===== src/rtl/redial_pkg.sv =====
package redial_pkg;
    localparam int DIG_W = 4;

    typedef enum logic [1:0] {
        ST_IDLE,
        ST_DIAL,
        ST_NOTE,
        ST_PLAY
    } rdl_state_e;
endpackage


===== src/rtl/redial_mem.sv =====
module redial_mem
    import redial_pkg::*;
#(
    parameter int DEPTH = 23,
    localparam int PW = $clog2(DEPTH + 1)
) (
    input  logic             clk,
    input  logic [DIG_W-1:0] wdata,
    input  logic             tmp_we,
    input  logic [PW-1:0]    tmp_addr,
    input  logic             main_we,
    input  logic [PW-1:0]    main_addr,
    input  logic             commit,
    input  logic [PW-1:0]    rd_addr,
    output logic [DIG_W-1:0] rd_data
);
    logic [DEPTH-1:0][DIG_W-1:0] scratch_q;
    logic [DEPTH-1:0][DIG_W-1:0] stored_q;

    always_ff @(posedge clk) begin
        if (tmp_we) begin
            scratch_q[tmp_addr] <= wdata;
        end
    end

    always_ff @(posedge clk) begin
        if (commit) begin
            stored_q <= scratch_q;
        end else if (main_we) begin
            stored_q[main_addr] <= wdata;
        end
    end

    always_comb begin
        if (rd_addr < PW'(DEPTH)) begin
            rd_data = stored_q[rd_addr];
        end else begin
            rd_data = '0;
        end
    end
endmodule


===== src/rtl/redial_ctrl.sv =====
module redial_ctrl
    import redial_pkg::*;
#(
    parameter int DEPTH = 23,
    localparam int PW = $clog2(DEPTH + 1)
) (
    input  logic          clk,
    input  logic          rst_n,
    input  logic          stby_i,
    input  logic          dig_stb_i,
    input  logic          prog_i,
    input  logic          redial_i,
    input  logic          flash_i,
    input  logic          num_end_i,
    input  logic          rd_next_i,
    output logic          tmp_we,
    output logic [PW-1:0] tmp_addr,
    output logic          main_we,
    output logic [PW-1:0] main_addr,
    output logic          commit,
    output logic [PW-1:0] rd_addr,
    output logic          avail,
    output logic          last,
    output logic          ovf
);
    localparam logic [PW-1:0] FULL = PW'(DEPTH);
    localparam logic [PW-1:0] ONE  = PW'(1);

    rdl_state_e    st_q, st_n;
    logic [PW-1:0] rac_q, rac_n;
    logic [PW-1:0] wac_q, wac_n;
    logic [PW-1:0] twac_q, twac_n;
    logic          ok_q, ok_n;
    logic          ovf_q, ovf_n;

    // State and pointer register
    always_ff @(posedge clk or negedge rst_n) begin
        if (!rst_n) begin
            st_q   <= ST_IDLE;
            rac_q  <= '0;
            wac_q  <= '0;
            twac_q <= '0;
            ok_q   <= 1'b0;
            ovf_q  <= 1'b0;
        end else begin
            st_q   <= st_n;
            rac_q  <= rac_n;
            wac_q  <= wac_n;
            twac_q <= twac_n;
            ok_q   <= ok_n;
            ovf_q  <= ovf_n;
        end
    end

    // Next state, pointers and write strobes
    always_comb begin
        st_n    = st_q;
        rac_n   = rac_q;
        wac_n   = wac_q;
        twac_n  = twac_q;
        ok_n    = ok_q;
        ovf_n   = ovf_q;
        tmp_we  = 1'b0;
        main_we = 1'b0;
        commit  = 1'b0;
        if (stby_i) begin
            st_n  = ST_IDLE;
            ovf_n = 1'b0;
        end else if (flash_i) begin
            if (st_q == ST_DIAL) begin
                commit = 1'b1;
                wac_n  = twac_q;
                ok_n   = !ovf_q;
            end
            rac_n = '0;
            st_n  = ST_IDLE;
        end else if (prog_i) begin
            wac_n = '0;
            rac_n = '0;
            ok_n  = 1'b1;
            ovf_n = 1'b0;
            st_n  = ST_NOTE;
        end else begin
            unique case (st_q)
                ST_IDLE: begin
                    if (redial_i) begin
                        if (ok_q && (rac_q < wac_q)) begin
                            st_n = ST_PLAY;
                        end
                    end else if (dig_stb_i) begin
                        tmp_we = 1'b1;
                        twac_n = ONE;
                        ovf_n  = 1'b0;
                        st_n   = ST_DIAL;
                    end
                end
                ST_DIAL: begin
                    if (num_end_i) begin
                        commit = 1'b1;
                        wac_n  = twac_q;
                        ok_n   = !ovf_q;
                        rac_n  = '0;
                        st_n   = ST_IDLE;
                    end else if (dig_stb_i) begin
                        if (twac_q < FULL) begin
                            tmp_we = 1'b1;
                            twac_n = twac_q + ONE;
                        end else begin
                            ovf_n = 1'b1;
                        end
                    end
                end
                ST_NOTE: begin
                    if (num_end_i) begin
                        st_n = ST_IDLE;
                    end else if (dig_stb_i) begin
                        if (wac_q < FULL) begin
                            main_we = 1'b1;
                            wac_n   = wac_q + ONE;
                        end else begin
                            ovf_n = 1'b1;
                            ok_n  = 1'b0;
                        end
                    end
                end
                ST_PLAY: begin
                    if (rd_next_i) begin
                        rac_n = rac_q + ONE;
                        if (rac_q + ONE >= wac_q) begin
                            st_n = ST_IDLE;
                        end
                    end
                end
            endcase
        end
    end

    // Outputs
    always_comb begin
        tmp_addr  = (st_q == ST_IDLE) ? '0 : twac_q;
        main_addr = wac_q;
        rd_addr   = rac_q;
        avail     = (st_q == ST_PLAY);
        last      = (st_q == ST_PLAY) && (rac_q + ONE == wac_q);
        ovf       = ovf_q;
    end

    // read pointer never passes the stored length
    a_r5_rac_in_range: assert property (@(posedge clk) disable iff (!rst_n)
        rac_q <= wac_q);
    // both write pointers stay within capacity
    a_r7_no_overflow: assert property (@(posedge clk) disable iff (!rst_n)
        (wac_q <= FULL) && (twac_q <= FULL));
    // a dropped digit leaves the scratch pointer full
    a_r7_drop_holds: assert property (@(posedge clk) disable iff (!rst_n)
        (!stby_i && !flash_i && !prog_i && !num_end_i && st_q == ST_DIAL
         && dig_stb_i && twac_q == FULL) |=> (twac_q == FULL) && ovf_q);
    // standby keeps every pointer and the validity mark
    a_r8_standby_keeps: assert property (@(posedge clk) disable iff (!rst_n)
        stby_i |=> $stable(rac_q) && $stable(wac_q) && $stable(twac_q)
                   && $stable(ok_q) && !avail);
    // flash rewinds the read pointer
    a_r5_flash_rewind: assert property (@(posedge clk) disable iff (!rst_n)
        (flash_i && !stby_i) |=> (rac_q == '0));
    // an invalid number is never presented
    a_r1_invalid_blocked: assert property (@(posedge clk) disable iff (!rst_n)
        (!ok_q && redial_i && st_q == ST_IDLE) |=> !avail);
    // presentation only with a digit left
    a_r2_avail_digit: assert property (@(posedge clk) disable iff (!rst_n)
        avail |-> (rac_q < wac_q));
endmodule


===== src/rtl/redial_store.sv =====
module redial_store
    import redial_pkg::*;
#(
    parameter int DEPTH = 23
) (
    input  logic             clk,
    input  logic             rst_n,
    input  logic             stby_i,
    input  logic             dig_stb_i,
    input  logic [DIG_W-1:0] dig_i,
    input  logic             prog_i,
    input  logic             redial_i,
    input  logic             flash_i,
    input  logic             num_end_i,
    input  logic             rd_next_i,
    output logic [DIG_W-1:0] rd_digit_o,
    output logic             rd_avail_o,
    output logic             rd_last_o,
    output logic             ovf_o
);
    localparam int PW = $clog2(DEPTH + 1);

    logic          tmp_we, main_we, commit, avail;
    logic [PW-1:0] tmp_addr, main_addr, rd_addr;
    logic [DIG_W-1:0] rd_data;

    redial_ctrl #(.DEPTH(DEPTH)) u_ctrl (
        .clk       (clk),
        .rst_n     (rst_n),
        .stby_i    (stby_i),
        .dig_stb_i (dig_stb_i),
        .prog_i    (prog_i),
        .redial_i  (redial_i),
        .flash_i   (flash_i),
        .num_end_i (num_end_i),
        .rd_next_i (rd_next_i),
        .tmp_we    (tmp_we),
        .tmp_addr  (tmp_addr),
        .main_we   (main_we),
        .main_addr (main_addr),
        .commit    (commit),
        .rd_addr   (rd_addr),
        .avail     (avail),
        .last      (rd_last_o),
        .ovf       (ovf_o)
    );

    redial_mem #(.DEPTH(DEPTH)) u_mem (
        .clk       (clk),
        .wdata     (dig_i),
        .tmp_we    (tmp_we),
        .tmp_addr  (tmp_addr),
        .main_we   (main_we),
        .main_addr (main_addr),
        .commit    (commit),
        .rd_addr   (rd_addr),
        .rd_data   (rd_data)
    );

    assign rd_avail_o = avail;
    assign rd_digit_o = avail ? rd_data : '0;
endmodule


===== config.mk =====
export PLATFORM = sky130hd
export DESIGN_NAME = redial_store
export DESIGN_NICKNAME = d
export VERILOG_FILES = /design/src/rtl/redial_pkg.sv /design/src/rtl/redial_mem.sv /design/src/rtl/redial_ctrl.sv /design/src/rtl/redial_store.sv
export SDC_FILE = /design/constraint.sdc
export NUM_CORES = 1
export LEC_CHECK = 0
export ABC_CLOCK_PERIOD_IN_PS = 2500
export BUFFER_PORTS_ARGS = -buffer_cell sky130_fd_sc_hd__buf_2
export CAP_MARGIN = 30
export CORE_AREA = 2 2 133 135
export CTS_BUF_LIST = sky130_fd_sc_hd__clkbuf_8 sky130_fd_sc_hd__clkbuf_16
export DETAILED_ROUTE_END_ITERATION = 7
export DIE_AREA = 0 0 135 137
export PLACE_DENSITY = 0.73
export SETUP_SLACK_MARGIN = 0.02
export SLEW_MARGIN = 20
export SYNTH_ARGS = -nofsm -noshare
export SYNTH_HDL_FRONTEND = slang
export SYNTH_SLANG_ARGS = --single-unit

===== constraint.sdc =====
create_clock -name clk -period 2.5 [get_ports clk]
set_input_delay 0.25 -clock clk [delete_from_list [all_inputs] [get_ports clk]]
set_output_delay 0.25 -clock clk [all_outputs]
set_load 0.01 [all_outputs]

# --- Word level (Yosys, flattened, before mapping) ---
# Cells that the tools add are included.
totals:
  regBits: 203
  input_bits: 13
  output_inout_bits: 7
  elab_cells: 200
classes:
  add_sub_neg: 3
  magnitude_cmp: 10
  n_eq_ne: 30
  mux: 84
  bitwise: 3
  reduce_logical: 18
ops:
  columns: ["operator", "n"]
  rows:
  - ["bitwise mux 92 bit", 2]
  - ["2-to-1 mux 92 bit", 2]
  - ["2-to-1 mux 5 bit", 17]
  - ["!= test 4 bit (second input constant)", 13]
  - ["demux 4 bit (select 5 bit)", 2]
  - ["2-to-1 mux 1 bit", 39]
  - ["one-hot mux 5 bit (2 select lines)", 3]
  - ["binary-select mux 4 bit (select 5 bit)", 1]
  - ["2-to-1 mux 4 bit", 5]
  - ["< comparator 5 x 6 -> 1 bit (second input constant)", 3]
  - ["2-to-1 mux 2 bit", 9]
  - ["adder 5 x 1 -> 5 bit (second input constant)", 3]
  - ["< comparator 5 bit (second input constant)", 3]
  - ["AND reduction 7 bit", 2]
  - ["!= test 2 bit (second input constant)", 6]
  - [">= comparator 5 x 1 -> 1 bit (second input constant)", 2]
  - ["AND reduction 10 bit", 1]
  - ["AND reduction 9 bit", 1]
  - ["!= test 6 x 5 -> 1 bit (second input constant)", 1]
  - ["!= test 6 bit (second input constant)", 1]
  - ["one-hot mux 2 bit (3 select lines)", 1]
  - ["equality test 5 bit", 1]
  - [">= comparator 5 bit", 1]
  - ["< comparator 5 bit", 1]
  - ["20 further kinds", 28]

# --- Longest topological paths before layout ---
# Gate-level depths: netlist of run 1.
logic_depth:
  word_depth: 10
  ltp_mapped: 10
  ltp_nobuf: 9

# --- Modules after synthesis ---
# Synthesis of run 1 repeated with hierarchy kept, for this count alone.
hier_totals:
  hier_cells: 738
  hier_area_um2: 9497.9
by_module_without_submodules:
  columns: ["module", "instances", "cells_per_inst", "area_each_um2"]
  rows:
  - ["redial_mem", 1, 550, 7868.8]
  - ["redial_ctrl", 1, 184, 1604.0]
  - ["redial_store", 1, 4, 25.0]

# --- Least setup slack after synthesis of run 1 ---
# Ideal clock, no wire load.
synth_timing:
  path_kind: "register -> register"
  startpoint: "reg u_ctrl.st_q[0]"
  endpoint: "reg u_mem.scratch_q[10] (netlist bit) (enable)"
  setup_time_ns: 0.329
  arrival_ns: 2.134
  setup_slack_ns: 0.037
  path_stages_with_launch: 10
  period_less_slack_ns: 2.463
  cell_sequence: "dfrtp_1 -> inv_1 -> ha_1 -> buf_4 -> nor2_1 -> nor2_8 -> or4b_1 -> or3b_1 -> buf_2 -> nor2_1"
synth_via:
  elab_chain_cells: 5
  elab_cells_between_ends: 6
  classes_between: "eq/ne (1); mux (4); reduce/logical (1)"
synth_rtl:
  columns: ["element", "line_no", "rtl"]
  rows:
  - ["start, declared", "redial_ctrl.sv:29", "rdl_state_e st_q, st_n;"]
  - ["start signal, assigned", "redial_ctrl.sv:46", "st_q <= st_n;"]
  - ["equality test 2 x 1 -> 1 bit or zero test 2 bit (tied branches)", "redial_ctrl.sv:84", "unique case (st_q)"]
  - ["one-hot mux 1 bit (2 select lines) (*)", "redial_ctrl.sv:84", null]
  - ["2-to-1 mux 1 bit (*)", "redial_ctrl.sv:77", "end else if (prog_i) begin"]
  - ["2-to-1 mux 1 bit (*)", "redial_ctrl.sv:69", "end else if (flash_i) begin"]
  - ["2-to-1 mux 1 bit (*)", "redial_ctrl.sv:66", "if (stby_i) begin"]
  - ["end signal, assigned by index", "redial_mem.sv:22", "scratch_q[tmp_addr] <= wdata;"]
  - ["end, declared", "redial_mem.sv:17", "logic [DEPTH-1:0][DIG_W-1:0] scratch_q;"]
# Every way passes the cells marked *; elsewhere a longest branch is shown, timed or not.
# A chain may end at the register's enable or synchronous reset.

# --- Worst setup path after layout of run 1 ---
layout_timing:
  startpoint: "reg u_ctrl.rac_q[0], in the netlist u_ctrl.rd_addr[0]"
  endpoint: "out rd_digit_o[1]"
layout_via:
  elab_chain_cells: 4
  elab_cells_between_ends: 5
  classes_between: "order compare (1); mux (4)"
layout_rtl:
  columns: ["element", "line_no", "rtl"]
  rows:
  - ["start, declared", "redial_ctrl.sv:30", "logic [PW-1:0] rac_q, rac_n;"]
  - ["start signal, assigned", "redial_ctrl.sv:47", "rac_q <= rac_n;"]
  - ["binary-select mux 4 bit (select 5 bit)", "redial_mem.sv:36", "rd_data = stored_q[rd_addr];"]
  - ["2-to-1 mux 4 bit (not written as such)", "redial_mem.sv:36", null]
  - ["2-to-1 mux 4 bit (*)", "redial_mem.sv:35", "if (rd_addr < PW'(DEPTH)) begin"]
  - ["2-to-1 mux 4 bit (*)", "redial_store.sv:61", "assign rd_digit_o = avail ? rd_data : '0;"]
  - ["end, declared", "redial_store.sv:16", "output logic [DIG_W-1:0] rd_digit_o,"]
# Every way passes the cells marked *; elsewhere a longest branch is shown, timed or not. The select of a mux whose other input is x is not followed.

==> results of run 1 <==
logic make-up after synthesis:
kind of cell	Yosys count
flip-flops	203
multiplexers	32
AND/OR/NAND/NOR	248
adder cells (fa/ha/maj)	21
buffers and inverters	69
XOR/XNOR	6
AO/OA/AOI/OAI	189
worst max-delay path, delay by kind of cell (launching register included):
family | cells | cell delay, ps
simple gates | 1 | 80
buf+inv | 3 | 450
flops | 1 | 370
mux | 2 | 870
compound gates | 1 | 80
per-layer routing:
| metal | track usage (%) | wire length, µm | vias to the layer above | share of wire [%] |
|---|---|---|---|---|
| li1 | - | - | 3045 | - |
| met1 | 35.5 | 9520 | 3295 | 37 |
| met2 | 45.7 | 12000 | 418 | 47 |
| met3 | 6.48 | 2670 | 90 | 10 |
| met4 | 13.0 | 1260 | 0 | 4.9 |
| met5 | 0 | 0 | - | 0 |
Yosys cell counts, types with 12 or more instances:
cell type | count | share of area [%]
nor2_1 | 42 | 1.6
clkbuf_1 | 41 | 1.6
ha_1 | 21 | 2.7
nand2_1 | 138 | 5.4
dfrtp_1 | 19 | 5.0
o31ai_1 | 95 | 7.4
inv_1 | 16 | 0.63
mux4_2 | 16 | 3.8
nand3_1 | 12 | 0.63
edfxtp_1 | 184 | 58
a21oi_1 | 13 | 0.68
o21ai_0 | 40 | 2.1
path summary, 6_finish.rpt:
path / from / endpoint / slack, ps / depth (start not counted)
min in group asynchronous: rst_n / u_ctrl.main_addr[2] / 210 / 2
hold reg to reg: u_ctrl.ok_q / u_ctrl.ok_q / 510 / 1
setup reg to reg: u_ctrl.rd_addr[0] / u_ctrl.st_q[1] / -30 / 10
setup / recovery: u_ctrl.rd_addr[0] / rd_digit_o[1] / -110 / 7
max in group asynchronous: rst_n / u_ctrl.st_q[0] / 1930 / 2
hold / removal: dig_stb_i / u_ctrl.twac_q[3] / 130 / 4
what timing repair did:
item	in CTS	in global routing
gates cloned	1	2
endpoints found under the setup margin	76	114
gates resized for setup	22	36
pin swaps	0	6
endpoints found under the hold margin	19	0
buffers inserted	2	4
hold buffers	1	0
area by class of cell:
cell class,count,area (µm²)
flip-flops and latches,203,6000
fillers,1192,5840
multi-input cells,496,3430
repair buffers,91,763
clock buffers,22,551
well taps,225,282
clock inverters,17,131
inverters,16,60.1
power by group through the flow:
stage / logic [mW] / clock network [mW] / registers, mW
floorplan: 0.511 / 0 / 3.87
global placement: 0.880 / 0 / 3.87
detailed placement: 0.924 / 0 / 3.88
CTS: 0.938 / 3.03 / 3.81
global route: 1.04 / 3.20 / 3.81
finish: 0.983 / 3.02 / 3.81
state kept, by name (all words and copies together), names as in the netlist:
name,flops
u_ctrl.main_addr,5
u_ctrl.ok_q,1
u_ctrl.ovf,1
u_ctrl.rd_addr,5
u_ctrl.st_q,2
u_ctrl.twac_q,5
u_mem.scratch_q,92
u_mem.stored_q,92
==> results.md, run 1 <==
* Initial Utilization at between 50% and 60%
* Net Sw Frac at 26.0%
* Seq/Total Area, Yosys at 62.7%
* Overflow after GRT at 0
* CTS clk-pin slew, worst paths at roughly 60 ps
* CTS tree: yes
* Synthesized area at about 9600 µm²
* Sink Count at 203
* Max_cap viols at 0
* Starting DRT DRC Count at 792
* IO buf count at 19
* Number of synthesized flops with an enable pin at 184
* Via count at 6848
* Residual DRC at 0
* Die width at 135 µm
* CP cell instances: buf_12 -> clkbuf_16 -> mux4_2 -> mux2_4 -> nand2_2 -> o211ai_1 -> buf_2
* Status: complete, but fails checks
* Initial antenna violation count at 0
* Clock Skew at 28.0 ps
* Final wirelength at 25.4 mm
* Setup tns final at -456 ps
* Routed Antenna Nets at 0
* Slowest stage cell, crit path: mux4_2
* Layout Utilization at 65.8%
* Simple-Gate Fraction of Synth Area at 11.8%
* Final std cells w/o fill at 1070
* Hpwl dp at 17.3 mm
* Routability cong. at between 0.9 and 1
* Syn Nets at between 800 and 900
* Worst VDD drop at 484 µV
* Power, Total at 7.81 mW
* CTS root buf: clkbuf_16
* Die height at 137 µm
* Final hold vios at 0
* Synth-to-Final Area Change at 17.2%
* Yosys warns at 0
* CP arrival at 2360 ps
* Unrepaired setup endpoints after global routing: yes
* Main combinational cell family by area after synthesis: compound AO/OA/AOI/OAI gates
* Hold Path Class: in -> reg
* Share of post-route cells with drive strength above 1 at 21.2%
* Crit start category: flip-flop
* Dpl cell area at between 10000 and 15000 µm²
* Mean post-synth cell area at 12.5 µm²
* Commonest non-fill, non-tap cells in the layout: edfxtp_1, nand2_1, o31ai_1
* Synth Area in Adders at between 2 and 3%
* Antenna fix cells at 0
* Final setup viols at 7
* Die area at 18500 µm²
* Vias in the first global route at 6722
* Achievable Freq at 0.383 GHz
* Top_reg_cell synth: edfxtp_1
* Post-place setup slack at -167 ps
* Power share of the combinational group at 12.6%
* Wire per inst at 23.8 µm
* Post-synthesis register bit count at roughly 200
* Nets at 864
* Clock Power Share at between 30% and 40%
* First-pass GRT wire length at 38.1 mm
* Post-synthesis mux area share at under 10%
* Leakage at 3.80 nW
* CP Max Fanout at 5
* Finished Cell Area at 11200 µm²
* FP Rows at 48
* PD cells at between 600 and 700 nW/µm²
* Fraction of registers with async set/reset at about a tenth
* GRT Total Usage at 27.9%
* Area fraction in compound gates after synthesis at between 10% and 20%
* Commonest non-fill, non-tap cell in the layout: edfxtp_1
* Placed cell count at 1021
* Sequential Power Share at a little under 50%
* Required time worst endpoint at around 2300 ps
* Slew at the pin with the worst max-slew slack at ~600 ps
* P_sw at approximately 2 mW
* Total core area at 17100 µm²
* Synth cell types at 58
* Num CTS Buffers at 22
* Largest net degree at the start of global routing at 101
* Final setup margin at -114 ps
* Fin crit period at roughly 2600 ps
* Mapped Cells at about 770
* Clock Path Buffers at 3
* Failing checks: negative setup slack
* Slowest cell delay on critical path at 540 ps
* Vias/cell at 6.40
* Critical path class: reg -> out
* Crit end category: output pin
* Initial DRT Pass Iterations at 5
* Skew-Pair Late Insertion Delay at approximately 530 ps
* Final Cycle Share at 105%
* Slew Limit Fails at 0
* Io pins at 20
* Pint at 5.78 mW
* Xor/xnor share of the synthesized area at less than 1%
* Max_slew headroom at between 50% and 60%
* Hold WS at 129 ps
* H-tree depth at 1
Note: power is estimated with default switching activity, not from simulation.
==> run 2: changes to the inputs <==
--- a/config.mk
+++ b/config.mk
@@ -5,7 +5,7 @@
 export SDC_FILE = /design/constraint.sdc
 export NUM_CORES = 1
 export LEC_CHECK = 0
-export ABC_CLOCK_PERIOD_IN_PS = 2500
+export ABC_CLOCK_PERIOD_IN_PS = 2350
 export BUFFER_PORTS_ARGS = -buffer_cell sky130_fd_sc_hd__buf_2
 export CAP_MARGIN = 30
 export CORE_AREA = 2 2 133 135
==> constraint.sdc (replaced) <==
create_clock -name clk -period 2.35 [get_ports clk]
set_input_delay 0 -clock clk [delete_from_list [all_inputs] [get_ports clk]]
set_output_delay 0 -clock clk [all_outputs]
set_load 0.01 [all_outputs]
==> run 2 against run 1 <==
Net effect:
- the flow finishes with violations (negative hold slack, negative setup slack)
- via count up 3.1%
- utilization up 2.3 points
- sequential share of layout area down 1.8 points
- setup slack better by 110 ps
- global-route usage down 0.36 points
- first-iteration DRC count up 10%
- wire length down 0.69%
- clock-buffer cell count unchanged
- critical path depth up 1
- sequential cell count unchanged
- largest power group unchanged
==> results.md, run 2 (synthesis gave the netlist of run 1 again) <==
* Final setup viols at 5
* Via count at 7061
* Crit start category: flip-flop
* Initial antenna violation count at 0
* Clock Skew at between 10 and 15 ps
* Total core area at 17100 µm²
* # fillers at 1183
* Leakage at 3.99 nW
* Setup tns final at -11.6 ps
* Nets at 899
* Share of post-route cells with drive strength above 1 at 24.3%
* Routed Antenna Nets at 0
* First-pass GRT wire length at 38.2 mm
* Skew-Pair Late Insertion Delay at about 500 ps
* Hold WS at -14.4 ps
* Die height at 137 µm
* Commonest non-fill, non-tap cell in the layout: edfxtp_1
* Worst VDD drop at 651 µV
* Max_cap viols at 0
* Hpwl dp at 17.3 mm
* CTS tree: yes
* Hold Path Class: in -> async
* Commonest non-fill, non-tap cells in the layout: edfxtp_1, nand2_1, o31ai_1
* PD cells at 716 nW/µm²
* Final hold vios at 19
* Post-place setup slack at -108 ps
* Seq. cell area at 6000 µm²
* GRT Total Usage at 27.5%
* Clock Path Buffers at 3
* CP arrival at around 2600 ps
* Sink Count at 203
* Antenna fix cells at 0
* Vias/cell at roughly 6.4
* Wire per inst at between 20 and 25 µm
* Residual DRC at 0
* Slew Limit Fails at 0
* Required time worst endpoint at 2540 ps
* Final setup margin at -4.15 ps
* Vias in the first global route at just under 7000
* Final wirelength at 25.3 mm
* Fin crit period at 2350 ps
* CTS root buf: clkbuf_16
* Starting DRT DRC Count at 872
* Largest regs: u_mem.scratch_q: 92 flops, u_mem.stored_q: 92 flops
* CP Max Fanout at 6
* Die area at 18500 µm²
* CTS clk-pin slew, worst paths at 70 ps
* Die width at 135 µm
* Failing checks: negative hold slack, negative setup slack
* Unrepaired setup endpoints after global routing: yes
* Num CTS Buffers at 21
* Achievable Freq at approximately 0.42 GHz
* Largest net degree at the start of global routing at 59
* IO buf count at 19
* Status: complete, but fails checks
* Io pins at 20
* Initial DRT Pass Iterations at 6
* Slew at the pin with the worst max-slew slack at 616 ps
* H-tree depth at 1
* Final Cycle Share at 100%
* Overflow after GRT at 0
* Multi-input gate area at between 3000 and 4000 µm²
* Max_slew headroom at 58.7%
* Crit end category: flip-flop
* Synth-to-Final Area Change at 21.2%
* Initial Utilization at 56.1%
* Routability cong. at 0.879
* FP Rows at 48
* Final std cells w/o fill at 1104
* Placed cell count at 1040
* Critical path class: reg -> reg
run 2: final timing paths:
path                           startpoint                  end  slack, ps  cells past startpoint
hold reg to reg               u_ctrl.ok_q          u_ctrl.ok_q        520                      1
setup / recovery           u_ctrl.st_q[1]  u_mem.scratch_q[41]         -4                      8
setup reg to reg           u_ctrl.st_q[1]  u_mem.scratch_q[41]         -4                      8
hold / removal                      rst_n           u_ctrl.ovf        -10                      2
max in group asynchronous           rst_n    u_ctrl.rd_addr[0]       2020                      2
min in group clk                  flash_i     u_ctrl.twac_q[2]          0                      4
run 2: what timing repair did:
item	in CTS	in global routing
hold endpoints to repair	54	0
gates resized for setup	18	28
pin swaps	7	5
setup endpoints to repair	72	145
buffers inserted	4	10
cloned	1	1
hold buffers	11	0
run 2: stage by stage:
step	hold slack [ps]	cell area [µm²]	utilization [%]	power [mW]
2_1_floorplan	-296	9660	-	4.67
3_3_place_gp	-38.6	10500	61.5	5.06
3_5_place_dp	-21.4	10500	61.5	5.11
4_1_cts	2.66	11400	66.7	8.27
5_1_grt	24.7	11600	68.0	8.56
6_report	-14.4	11600	68.0	8.31
run 2: layout make-up:
cell class	count	share of cell area, %
multi-input combinational	496	30.1
inverter	16	0.518
tap	225	2.43
timing repair buffer	127	9.54
sequential	203	51.7
clock buffer	22	4.65
clock inverter	15	1.04
run 2: per-layer routing:
metal	vias up	track usage [%]	share of wire, %	routed length (µm)
li1	3123	-	-	-
met1	3471	37.2	39	9880
met2	400	45.6	49	12400
met3	67	4.89	8.9	2250
met4	0	9.20	3.1	773
met5	-	0	0	0
run 2: power by group:
| part | switching, mW | total (mW) | internal [mW] |
|---|---|---|---|
| Combinational | 0.729 | 1.07 | 0.342 |
| Clock | 1.32 | 3.19 | 1.87 |
| Sequential | 0.0364 | 4.05 | 4.01 |
run 2: worst max-delay path, stage by stage, from the launching register on:
cell     delay (ps)
dfrtp_1         390
inv_2           120
ha_4            180
nor2_4           60
nor2_8           70
or4b_4          510
or3b_4          410
buf_12          160
nor2_4          130
==> run 3: changes to the inputs <==
--- a/config.mk
+++ b/config.mk
@@ -5,14 +5,15 @@
 export SDC_FILE = /design/constraint.sdc
 export NUM_CORES = 1
 export LEC_CHECK = 0
+export ABC_AREA = 1
 export ABC_CLOCK_PERIOD_IN_PS = 2350
 export BUFFER_PORTS_ARGS = -buffer_cell sky130_fd_sc_hd__buf_2
 export CAP_MARGIN = 30
-export CORE_AREA = 2 2 133 135
+export CORE_AREA = 2 2 135 137
 export CTS_BUF_LIST = sky130_fd_sc_hd__clkbuf_8 sky130_fd_sc_hd__clkbuf_16
 export DETAILED_ROUTE_END_ITERATION = 7
-export DIE_AREA = 0 0 135 137
-export PLACE_DENSITY = 0.73
+export DIE_AREA = 0 0 137 139
+export PLACE_DENSITY = 0.72
 export SETUP_SLACK_MARGIN = 0.02
 export SLEW_MARGIN = 20
 export SYNTH_ARGS = -nofsm -noshare
==> run 3 against run 2 <==
Net effect:
- the flow finishes with violations (negative hold slack)
- highest routed layer unchanged
- sequential power rose by 1%
- register-to-register slack improved by 200 ps
- largest power group unchanged
- non-clock buffer count fell by 43
==> results.md, run 3 <==
* Nets at 1069
* Wire per inst at a little under 20 µm
* Io pins at 20
* Sink Count at 203
* Synthesized area at 9870 µm²
* Slew at the pin with the worst max-slew slack at 883 ps
* Critical path class: reg -> out
* CP cell instances: buf_4 -> buf_4 -> nand3_1 -> nand2_1 -> inv_1 -> nand3_1 -> nand3_1 -> nand2_1 -> nand2_1 -> a21oi_2 -> buf_2
* Final wirelength at about 25 mm
* CTS tree: yes
* Initial DRT Pass Iterations at 7
* CP arrival at 2260 ps
* Post-synth top area cell: edfxtp_1
* First-pass GRT wire length at 38.9 mm
* Synth cell types at 36
* Die height at around 140 µm
* Vias/cell at between 5 and 6
* CTS clk-pin slew, worst paths at 60 ps
* Hpwl dp at 17.1 mm
* Commonest non-fill, non-tap cell in the layout: edfxtp_1
* Routability cong. at 0.903
* Routed Antenna Nets at 0
* Leakage at about 4.2 nW
* Total core area at 17700 µm²
* Number of synthesized flops with an enable pin at 184
* H-tree depth at 1
* Max_slew headroom at 41.1%
* # fillers at 1384
* Final hold vios at 7
* CTS root buf: clkbuf_16
* Crit start category: flip-flop
* Fraction of registers with async set/reset at 9.36%
* Status: complete, but fails checks
* Starting DRT DRC Count at 935
* IO buf count at 19
* CP Max Fanout at 13
* Slowest cell delay on critical path at 360 ps
* Overflow after GRT at 0
* Hold WS at -6.08 ps
* Commonest non-fill, non-tap cells in the layout: edfxtp_1, nand2_1, nand3_1
* Post-synthesis register bit count at 203
* Largest regs: u_mem.scratch_q: 92 flops, u_mem.stored_q: 92 flops
* Die area at 19000 µm²
* Clock Path Buffers at 3
* Clock Skew at 15.2 ps
* Main combinational cell family by area after synthesis: simple AND/OR/NAND/NOR gates
* Placed cell count at ~1200
* Mapped Cells at 980
* Via count at 7475
* FP Rows at 49
* Mean post-synth cell area at 10.1 µm²
* Crit path max-delay family: buffers and inverters
* Top_reg_cell synth: edfxtp_1
* Slowest stage cell, crit path: dfrtp_1
* Antenna fix cells at 0
* Synth-to-Final Area Change at 14.2%
* Layout Utilization at 63.8%
* Failing checks: negative hold slack
* Top cells by area, synth: edfxtp_1, nand3_1, nand2_1
* Share of post-route cells with drive strength above 1 at between 10% and 20%
* Simple-Gate Fraction of Synth Area at about a fifth
* Residual DRC at 0
* Commonest cells post-synth: edfxtp_1, nand2_1, nand3_1, o21ai_0, nor2_1
* Worst Path Buf+Inv at 4
* Final Cycle Share at 96.1%
* Seq. cell area at 6000 µm²
* Slew Limit Fails at 0
* Required time worst endpoint at between 2000 and 2500 ps
* Unrepaired setup endpoints after global routing: yes
* Initial antenna violation count at 0
* Seq/Total Area, Yosys at 60.8%
* Skew-Pair Late Insertion Delay at 490 ps
* Initial Utilization at between 50% and 60%
* Top cell type's share of synthesized area at a little under three fifths
* Num CTS Buffers at 21
* Most frequent cell after synthesis: edfxtp_1
* Post-synthesis mux area share at 0%
* Final setup viols at 0
* PD cells at 739 nW/µm²
* Multi-input gate area at 3310 µm²
* Synth Area in Adders at 2.66%
* Die width at 137 µm
* Final std cells w/o fill at 1277
* Fin crit period at 2260 ps
* Yosys warns at 0
* GRT Total Usage at 26.7%
* Syn Nets at a little over 1000
* Achievable Freq at 0.443 GHz
* Max_cap viols at 0
* Largest net degree at the start of global routing at 95
* Hold Path Class: in -> async
* Worst VDD drop at 616 µV
* Vias in the first global route at 7039
* Crit end category: output pin
* Xor/xnor share of the synthesized area at 0.178%
* Area fraction in compound gates after synthesis at 10.0%
run 3: cell count changes after synthesis, moves of 38 or more:
cell / previous run / this run
inv_1: 16 / 74
nand2_1: 138 / 176
nand3_1: 12 / 155
nor2_1: 42 / 81
o21ai_0: 40 / 108
o31ai_1: 95 / 0
run 3: kinds of logic (layout without fill, tap and decap cells):
logic type	after synthesis	count (layout)
and+or+nand+nor	449	449
DFF	203	203
AOI/OAI and AO/OA	172	172
buffers and inverters	133	201
adders and majority gates	21	21
xor gates and xnor gates	2	2
run 3: worst paths after layout:
check	cells past startpoint	to	start	slack (ps)
min in group clk	6	u_ctrl.rd_addr[0]	rd_next_i	30
setup / recovery	11	rd_digit_o[0]	u_ctrl.rd_addr[1]	90
setup reg to reg	7	u_mem.scratch_q[80]	u_ctrl.st_q[0]	200
hold reg to reg	2	u_ctrl.ok_q	u_ctrl.ok_q	520
max in group asynchronous	2	u_ctrl.main_addr[3]	rst_n	2020
hold / removal	2	u_ctrl.st_q[0]	rst_n	-6
run 3: power by group:
part | total (mW) | switching (mW) | internal [mW]
registers | 4.10 | 0.0834 | 4.02
clock network | 3.21 | 1.33 | 1.87
logic | 1.02 | 0.726 | 0.292
run 3: metal layers:
metal  part of all wire, %  GRT usage [%]  routed length [µm]
met1                    42           38.5               10600
met2                    47           42.2               11700
met3                   7.8           3.80                1960
met4                   3.2           8.25                 791
met5                     0              0                   0
run 3: cell type report:
type / instances / area share [%]
flip-flops and latches: 203 / 53.3
multi-input cells: 644 / 29.4
repair buffers: 84 / 6.11
clock buffers: 22 / 4.79
inverters: 80 / 2.79
well taps: 229 / 2.54
clock inverters: 14 / 1.04
repair inverters: 1 / 0.0444
run 3: timing repair:
| item | CTS | global route |
|---|---|---|
| gates cloned | 0 | 1 |
| endpoints found under the hold margin | 26 | 0 |
| resized for setup | 9 | 12 |
| hold buffers | 4 | 0 |
| setup buffers | 0 | 2 |
| setup endpoints to repair | 4 | 16 |
run 3: through the flow:
stage	power, mW	instance area (µm²)	worst slack, ps	TNS (ps)
after floorplan	4.78	9870	418	0
after global placement	5.15	10500	244	0
after detailed placement	5.17	10500	172	0
after CTS	8.33	11200	66.1	0
after global routing	8.60	11300	-2.40	-2.40
final	8.33	11300	91.7	0
